File: config.mk
export PLATFORM = sky130hd
export DESIGN_NAME = jcount_divn
export DESIGN_NICKNAME = d
export VERILOG_FILES = /design/src/rtl/jc_pkg.sv /design/src/rtl/jc_ratio_decode.sv /design/src/rtl/jc_feedback.sv /design/src/rtl/jc_stages.sv /design/src/rtl/jcount_divn.sv
export SDC_FILE = /design/constraint.sdc
export NUM_CORES = 1
export LEC_CHECK = 0
export ABC_AREA = 1
export BUFFER_PORTS_ARGS = -buffer_cell sky130_fd_sc_hd__buf_4
export CAP_MARGIN = 10
export CORE_MARGIN = 5
export CORE_UTILIZATION = 45
export DETAILED_ROUTE_END_ITERATION = 8
export GPL_TIMING_DRIVEN = 0
export PLACE_DENSITY = 0.67
export SYNTH_ARGS = -nofsm -noshare
export SYNTH_HDL_FRONTEND = slang
export SYNTH_SLANG_ARGS = --single-unit
File: constraint.sdc
create_clock -name clk -period 4.35 [get_ports clk]
set_clock_uncertainty 0.2 [all_clocks]
set_input_delay 0.435 -clock clk [delete_from_list [all_inputs] [get_ports clk]]
set_output_delay 0.435 -clock clk [all_outputs]
set_load 0.01 [all_outputs]
File: src/rtl/jc_pkg.sv
package jc_pkg;
  typedef enum logic {
    FB_EVEN = 1'b0,
    FB_ODD  = 1'b1
  } fb_kind_e;
endpackage

File: src/rtl/jc_ratio_decode.sv
module jc_ratio_decode
  import jc_pkg::*;
#(
  parameter int STAGES = 5,
  parameter int RW     = $clog2(2 * STAGES + 1),
  parameter int TW     = $clog2(STAGES + 1)
) (
  input  logic [RW-1:0] ratio,
  output logic [TW-1:0] tap,
  output fb_kind_e      kind
);
  localparam int MAXN = 2 * STAGES;

  // Out-of-range ratios fall back to the largest division
  always_comb begin
    int n;
    n = int'(ratio);
    if (n < 2 || n > MAXN) n = MAXN;
    tap  = TW'((n + 1) / 2);
    kind = n[0] ? FB_ODD : FB_EVEN;
  end
endmodule

File: src/rtl/jc_feedback.sv
module jc_feedback
  import jc_pkg::*;
#(
  parameter int STAGES = 5,
  parameter int TW     = $clog2(STAGES + 1)
) (
  input  logic [STAGES-1:0] q,
  input  logic [TW-1:0]     tap,
  input  fb_kind_e          kind,
  output logic              d,
  output logic              legal
);
  logic [STAGES-2:0] diff;
  logic              q_last;
  logic              q_prev;

  // An edge counts only when both neighbours lie inside the active ring
  for (genvar i = 0; i < STAGES - 1; i++) begin : g_edge
    assign diff[i] = (q[i] ^ q[i+1]) & ((i + 1) < int'(tap));
  end

  assign legal = ($countones(diff) <= 1);

  always_comb begin
    q_last = 1'b0;
    q_prev = 1'b0;
    for (int i = 0; i < STAGES; i++) begin
      if (i == int'(tap) - 1) q_last = q[i];
      if (i == int'(tap) - 2) q_prev = q[i];
    end
  end

  // Anti-lock: an illegal pattern is flushed with zeros
  always_comb begin
    if (!legal)              d = 1'b0;
    else if (kind == FB_ODD) d = ~(q_last & q_prev);
    else                     d = ~q_last;
  end
endmodule

File: src/rtl/jc_stages.sv
module jc_stages #(
  parameter int STAGES = 5
) (
  input  logic              clk,
  input  logic              rst,
  input  logic              load,
  input  logic [STAGES-1:0] jam,
  input  logic              d,
  output logic [STAGES-1:0] q
);
  always_ff @(posedge clk) begin
    if (rst)       q <= '0;
    else if (load) q <= jam;
    else           q <= {q[STAGES-2:0], d};
  end

  AST_RESET_CLEARS: assert property (@(posedge clk) rst |=> (q == '0));
  AST_PRESET_LOADS: assert property (@(posedge clk) disable iff (rst)
    load |=> (q == $past(jam)));
  AST_SHIFT_CHAIN: assert property (@(posedge clk) disable iff (rst)
    !load |=> (q[STAGES-1:1] == $past(q[STAGES-2:0])));
  AST_FIRST_STAGE: assert property (@(posedge clk) disable iff (rst)
    !load |=> (q[0] == $past(d)));
endmodule

File: src/rtl/jcount_divn.sv
module jcount_divn
  import jc_pkg::*;
#(
  parameter int STAGES = 5,
  localparam int RW    = $clog2(2 * STAGES + 1),
  localparam int TW    = $clog2(STAGES + 1)
) (
  input  logic              clk,
  input  logic              rst,
  input  logic              preset_en,
  input  logic [STAGES-1:0] jam,
  input  logic [RW-1:0]     ratio,
  output logic [STAGES-1:0] q,
  output logic              div_out
);
  logic [TW-1:0] tap;
  fb_kind_e      kind;
  logic          d_in;
  logic          legal;

  jc_ratio_decode #(.STAGES(STAGES), .RW(RW), .TW(TW)) u_dec (
    .ratio (ratio),
    .tap   (tap),
    .kind  (kind)
  );

  jc_feedback #(.STAGES(STAGES), .TW(TW)) u_fb (
    .q     (q),
    .tap   (tap),
    .kind  (kind),
    .d     (d_in),
    .legal (legal)
  );

  jc_stages #(.STAGES(STAGES)) u_ring (
    .clk  (clk),
    .rst  (rst),
    .load (preset_en),
    .jam  (jam),
    .d    (d_in),
    .q    (q)
  );

  // Divided output is the last active stage
  always_comb begin
    div_out = q[0];
    for (int i = 0; i < STAGES; i++)
      if (i == int'(tap) - 1) div_out = q[i];
  end

  AST_TAP_RANGE: assert property (@(posedge clk) disable iff (rst)
    (tap >= TW'(1)) && (int'(tap) <= STAGES));
  AST_LEGAL_HOLDS: assert property (@(posedge clk) disable iff (rst)
    (!preset_en && legal) |=> (legal || (ratio != $past(ratio))));
  AST_RESET_LEGAL: assert property (@(posedge clk) rst |=> legal);
endmodule

==> results of run 1 <==
## stage by stage
stage                     instance area, um^2  cells
after global placement                  832.0    136
after floorplan                         684.4    103
after detailed placement                832.0    136
after global routing                    858.3    140
after CTS                               858.3    140
final                                   858.3    140
## area by class of cell
cell class / instances / area, um^2 / area share, %
well taps: 16 / 20.02 / 2.332
multi-input cells: 83 / 525.5 / 61.22
inverters: 15 / 58.81 / 6.851
flip-flops and latches: 5 / 100.1 / 11.66
clock buffers: 4 / 26.28 / 3.061
repair buffers: 17 / 127.6 / 14.87
## power by group through the flow
stage,clock [mW],sequential (mW),combinational (mW)
floorplan,0,0.0570,0.0649
global placement,0,0.0566,0.0969
global route,0.0551,0.0565,0.112
detailed placement,0,0.0564,0.0981
finish,0.0509,0.0556,0.0973
CTS,0.0523,0.0556,0.0988
## layout by cell type (no fill, tap or decap), types with 2 or more instances in the layout
cell type	instances
a211oi_1	4
a21oi_1	2
buf_4	17
clkbuf_4	3
dfxtp_1	5
ha_1	9
inv_1	13
nand2_1	21
nand2_2	4
nand3_1	6
nand4_1	3
nor2_1	11
nor3_1	2
o21ai_0	2
o21ai_1	4
xnor2_1	2
## worst min path at each step
stage                           startpoint                endpoint
floorplan                              rst  u_ring.q[0]$_SDFF_PP0_
global placement    u_ring.q[3]$_SDFF_PP0_  u_ring.q[4]$_SDFF_PP0_
detailed placement  u_ring.q[3]$_SDFF_PP0_  u_ring.q[4]$_SDFF_PP0_
CTS                                    rst  u_ring.q[0]$_SDFF_PP0_
global route                           rst  u_ring.q[0]$_SDFF_PP0_
finish                                 rst  u_ring.q[0]$_SDFF_PP0_
## cell families (layout without fill, tap and decap cells)
kind of cell | count (synthesis) | count (layout) | synth area share (%)
adder cells (fa/ha/maj) | 10 | 10 | 19.38
buffers and inverters | 15 | 36 | 8.593
AND/OR/NAND/NOR | 53 | 53 | 37.48
flip-flops | 5 | 5 | 14.63
XOR/XNOR | 2 | 2 | 2.560
AO/OA/AOI/OAI | 18 | 18 | 17.37
## metal layers
| metal | vias to the layer above | global-route usage [%] | part of all wire [%] |
|---|---|---|---|
| met3 | 0 | 2.446 | 6.0 |
| met4 | 0 | 5.381 | 0 |
| li1 | 393 | - | - |
| met1 | 319 | 17.55 | 47 |
| met2 | 22 | 21.96 | 46 |
| met5 | - | 0 | 0 |
## critical path, stage by stage
cell	delay, ps
buf_4	130
inv_1	100
nand4_1	80
o211ai_1	80
o21ai_0	120
or2_2	290
ha_1	210
inv_1	90
nand3_1	90
nand2_2	150
ha_1	190
nand2_1	60
o221ai_1	80
inv_1	60
ha_1	270
ha_1	190
fa_1	420
nor3_1	190
nand2_1	100
a21oi_2	110
==> impl_metrics.toml, run 1 <==
[placed_design]
numPortBuffers = 17
pre_cts_ws_ps = 638.1
dp_hpwl_mm = 1.291
gp_congestion = 0.8073

[cts]
htree_levels = 1
cts.sinks = 5
cts_tree = "yes"
clock_path_buffers = 2
cts_root_buffer = "clkbuf_4"
clock_latency_ps = 240
cts_buffers = 3
cts_hold_buf = 0
path_clk_slew_ps = 40
cts_resized = 0
cts_setup_buffers = 0

[cells_and_area]
fin_nets = 147
fillCellCount = 149
top_regs = "u_ring.q (5)"
largest_reg_flops = 5
regMostFlops = "u_ring.q"
diodes = 0
post-route-util_pct = 58.33
drive_gt1_share_pct = 25.81
syn_to_final_growth_pct = 25.41

[global_routing]
grt_max_degree = 11
grt_usage_pct = 13.57
grt_pass1_vias = 679
grt_overflow = 0
grt_pass1_wl_mm = 2.691
antenna_found_initial = 0

[synth]
synth_seq_cells = 5
synth_nets = 125
syn_area_um2 = 684.4
synth_area_leaders = "ha_1, dfxtp_1, nand2_1"
synth_common_cells = "nand2_1, inv_1, nor2_1, ha_1, nand3_1"
synth_top_cell_by_area = "ha_1"
syn_avg_cell_area_um2 = 6.645
yosys_warnings = 0
ys_async_sr_fraction_pct = 0
synthFlopType = "dfxtp_1"
synth_edf_count = 0
syn_inst = 103
ys_seq_area_share_pct = 14.63
synth_top_area_share_pct = 16.45
synth_most_common_cell = "nand2_1"
ys_types = 29

[timing]
fmax_mhz = 288.6
finalSetupTns_ps = 0
finalHoldViolCount = 0
setup_viol_count_final = 0
finalHoldWorstSlack_ps = 189.8
min_period_over_period_pct = 79.65
final_max_slew_viol_count = 0
slew_headroom_pct = 80.62
timing.final.crit_period_ps = 3465
final.setup.worst_slack_ps = 885.1
tightestPinTransition_ps = 290.1
rsz0062_at_grt = "no"

[critical_path]
start_kind = "input port"
required_ps = 4320
crit_arrival_ps = 3440
worstReg2RegStart = "u_ring.q[1]$_SDFF_PP0_"
startpoint = "ratio[2]"
rrSetupSlack_ps = 1980
rr_worst_depth = 10
r2r_end = "u_ring.q[0]$_SDFF_PP0_"
crit_fanout = 6
endpoint = "u_ring.q[0]$_SDFF_PP0_"
path_class = "input port to register"
worstSetupEndpointType = "register"

[worst_hold_path]
min-delay-path-class = "input port to register"
hold_depth = 2

[power]
clkPwrFrac_pct = 25.0
max-vdd-ir-drop_mv = 0.1735
internal_power_mw = 0.1264
p_switching_mw = 0.07746
switching_share_pct = 37.99
cellLeakagePower_nw = 0.4353
combPwrFrac_pct = 47.7
sequentialPowerShare_pct = 27.3
power_mw = 0.2039
powerDensity_nw_per_um2 = 237.5

[drt]
ant_nets = 0
drt_iter0_drc = 17
dr.pass1.iters = 4
viasPerCell = 5.243
vias = 734
drc = 0
routed_wl_mm = 1.537
wire_per_inst_um = 10.98

[die]
placementRows = 14
ios = 18
die_area_um2 = 2401
die_width_um = 49
fp.coreArea_um2 = 1471
start_util_pct = 46.51
die_y_um = 49

[run]
drv_cap = 0

[status]
status = "finished clean"
Note: power is estimated with default switching activity, not from simulation.
==> inputs of run 2 (changes only) <==
Settings changed: PLACE_DENSITY 0.67 to 0.7.
Clock period 4.35 ns to 3 ns, I/O delays scaled along.
==> impl_metrics.toml, run 2 (synthesis results as in run 1) <==
[global_routing]
grt_max_degree = 11
antenna_found_initial = 0
grt_pass1_wl_mm = 3.084
grt_usage_pct = 15.52
grt_pass1_vias = 716
grt_overflow = 0

[cts]
cts_buffers = 3
path_clk_slew_ps = 50
clock_latency_ps = 250
cts_hold_buf = 0
clock_path_buffers = 2
cts_root_buffer = "clkbuf_4"
cts.sinks = 5
htree_levels = 1
cts_tree = "yes"

[timing]
tightestPinTransition_ps = 417.6
finalHoldWorstSlack_ps = 46.99
timing.final.crit_period_ps = 2992
finalSetupTns_ps = 0
fmax_mhz = 334.2
final.setup.worst_slack_ps = 7.887
finalHoldViolCount = 0
setup_viol_count_final = 0
rsz0062_at_grt = "yes"
slew_headroom_pct = 72.10
final_max_slew_viol_count = 0
min_period_over_period_pct = 99.74

[cells_and_area]
stdcell_area_um2 = 1012
regMostFlops = "u_ring.q"
diodes = 0
fillCellCount = 137
drive_gt1_share_pct = 41.09
largest_reg_flops = 5
regArea_um2 = 100.1
fin_nets = 152
multi_input_area_um2 = 626.9
syn_to_final_growth_pct = 47.90
final_cell_mix = "nand2_1, buf_4, nor2_1, inv_1"
top_regs = "u_ring.q (5)"

[run]
drv_cap = 0

[die]
fp.coreArea_um2 = 1471
ios = 18
placementRows = 14
die_y_um = 49
die_area_um2 = 2401
die_width_um = 49
start_util_pct = 46.51

[power]
max-vdd-ir-drop_mv = 0.2273
powerDensity_nw_per_um2 = 333.7
power_mw = 0.3378
cellLeakagePower_nw = 0.4668

[placed_design]
dp_hpwl_mm = 1.330
gp_congestion = 0.7918
place_area_um2 = 869.6
pre_cts_ws_ps = -328.5
numPortBuffers = 17

[drt]
wl_met3_um = 55
dr.pass1.iters = 4
drc = 0
drt_iter0_drc = 12
highest_layer = "met3"
ant_nets = 0
vias = 772
dr_wl_met2_um = 995
wire_per_inst_um = 12.81
met1Wirelength_um = 807
viasPerCell = 5.324
routed_wl_mm = 1.858

[critical_path]
worstReg2RegStart = "u_ring.q[3]$_SDFF_PP0_"
rrSetupSlack_ps = 730
r2r_end = "u_ring.q[0]$_SDFF_PP0_"
crit_chain = "buf_4 > inv_4 > nand4_1 > o211ai_1 > o21ai_2 > or2_4 > ha_4 > inv_2 > nand2_2 > nand2_4 > ha_1 > a21oi_2 > o21a_1 > ha_1 > ha_2 > fa_1 > nor3_2 > nand2_1 > a21oi_2"
worstSetupEndpointType = "register"
crit_arrival_ps = 2980
crit_fanout = 6
cp_top_family = "adder cells"
worst-path-buf-inv = 3
path_class = "input port to register"
start_kind = "input port"
rr_worst_depth = 8
required_ps = 2990
cpMaxStageDelayCell = "fa_1"
cp_slowest_stage_delay_ps = 440

[worst_hold_path]
worstHoldStart = "rst"
hold_end = "u_ring.q[0]$_SDFF_PP0_"
hold_depth = 2
min-delay-path-class = "input port to register"

[status]
status = "finished clean"
run 2: cell count changes in the layout (fill, tap and decap cells not counted), sizes merged:
cell  change
buf       +5
run 2: cell type report:
type,count,area share [%]
Timing Repair Buffer,22,17.06
Sequential cell,5,9.889
Clock buffer,4,2.596
Multi-Input combinational cell,83,61.93
Inverter,15,6.551
Tap cell,16,1.978
run 2: power by group:
| part | total, mW | leakage [nW] | switching [mW] | internal (mW) |
|---|---|---|---|---|
| clock | 0.0793 | 0.0150 | 0.0289 | 0.0504 |
| sequential | 0.0816 | 0.0416 | 0.00918 | 0.0724 |
| combinational | 0.177 | 0.410 | 0.0962 | 0.0807 |
run 2: repair_timing:
item                                    CTS  global route
endpoints found under the setup margin    2             2
pin swaps                                 4            10
gates cloned                              0             0
setup buffers                             2             3
endpoints found under the hold margin     0             0
gates resized for setup                   6            13
run 2: per-layer routing:
layer / track usage, % / vias up
met5: 0 / -
met4: 1.345 / 0
met3: 4.893 / 0
met2: 26.30 / 10
met1: 19.78 / 364
li1: - / 398
run 2: worst max-delay path by stage:
stage | start | endpoint | slack [ps] | cells past startpoint
after detailed placement | ratio[0] | u_ring.q[0]$_SDFF_PP0_ | -330 | 20
after global placement | ratio[0] | u_ring.q[0]$_SDFF_PP0_ | -280 | 18
after floorplan | ratio[0] | u_ring.q[0]$_SDFF_PP0_ | -10 | 19
after CTS | ratio[2] | u_ring.q[0]$_SDFF_PP0_ | -30 | 18
after global routing | ratio[2] | u_ring.q[0]$_SDFF_PP0_ | -160 | 19
final | ratio[0] | u_ring.q[0]$_SDFF_PP0_ | 8 | 19
run 2: stage by stage:
step	util (%)	cells
final	68.79	145
after CTS	63.44	142
after floorplan	-	103
after global placement	59.10	136
after global routing	68.79	145
after detailed placement	59.10	136
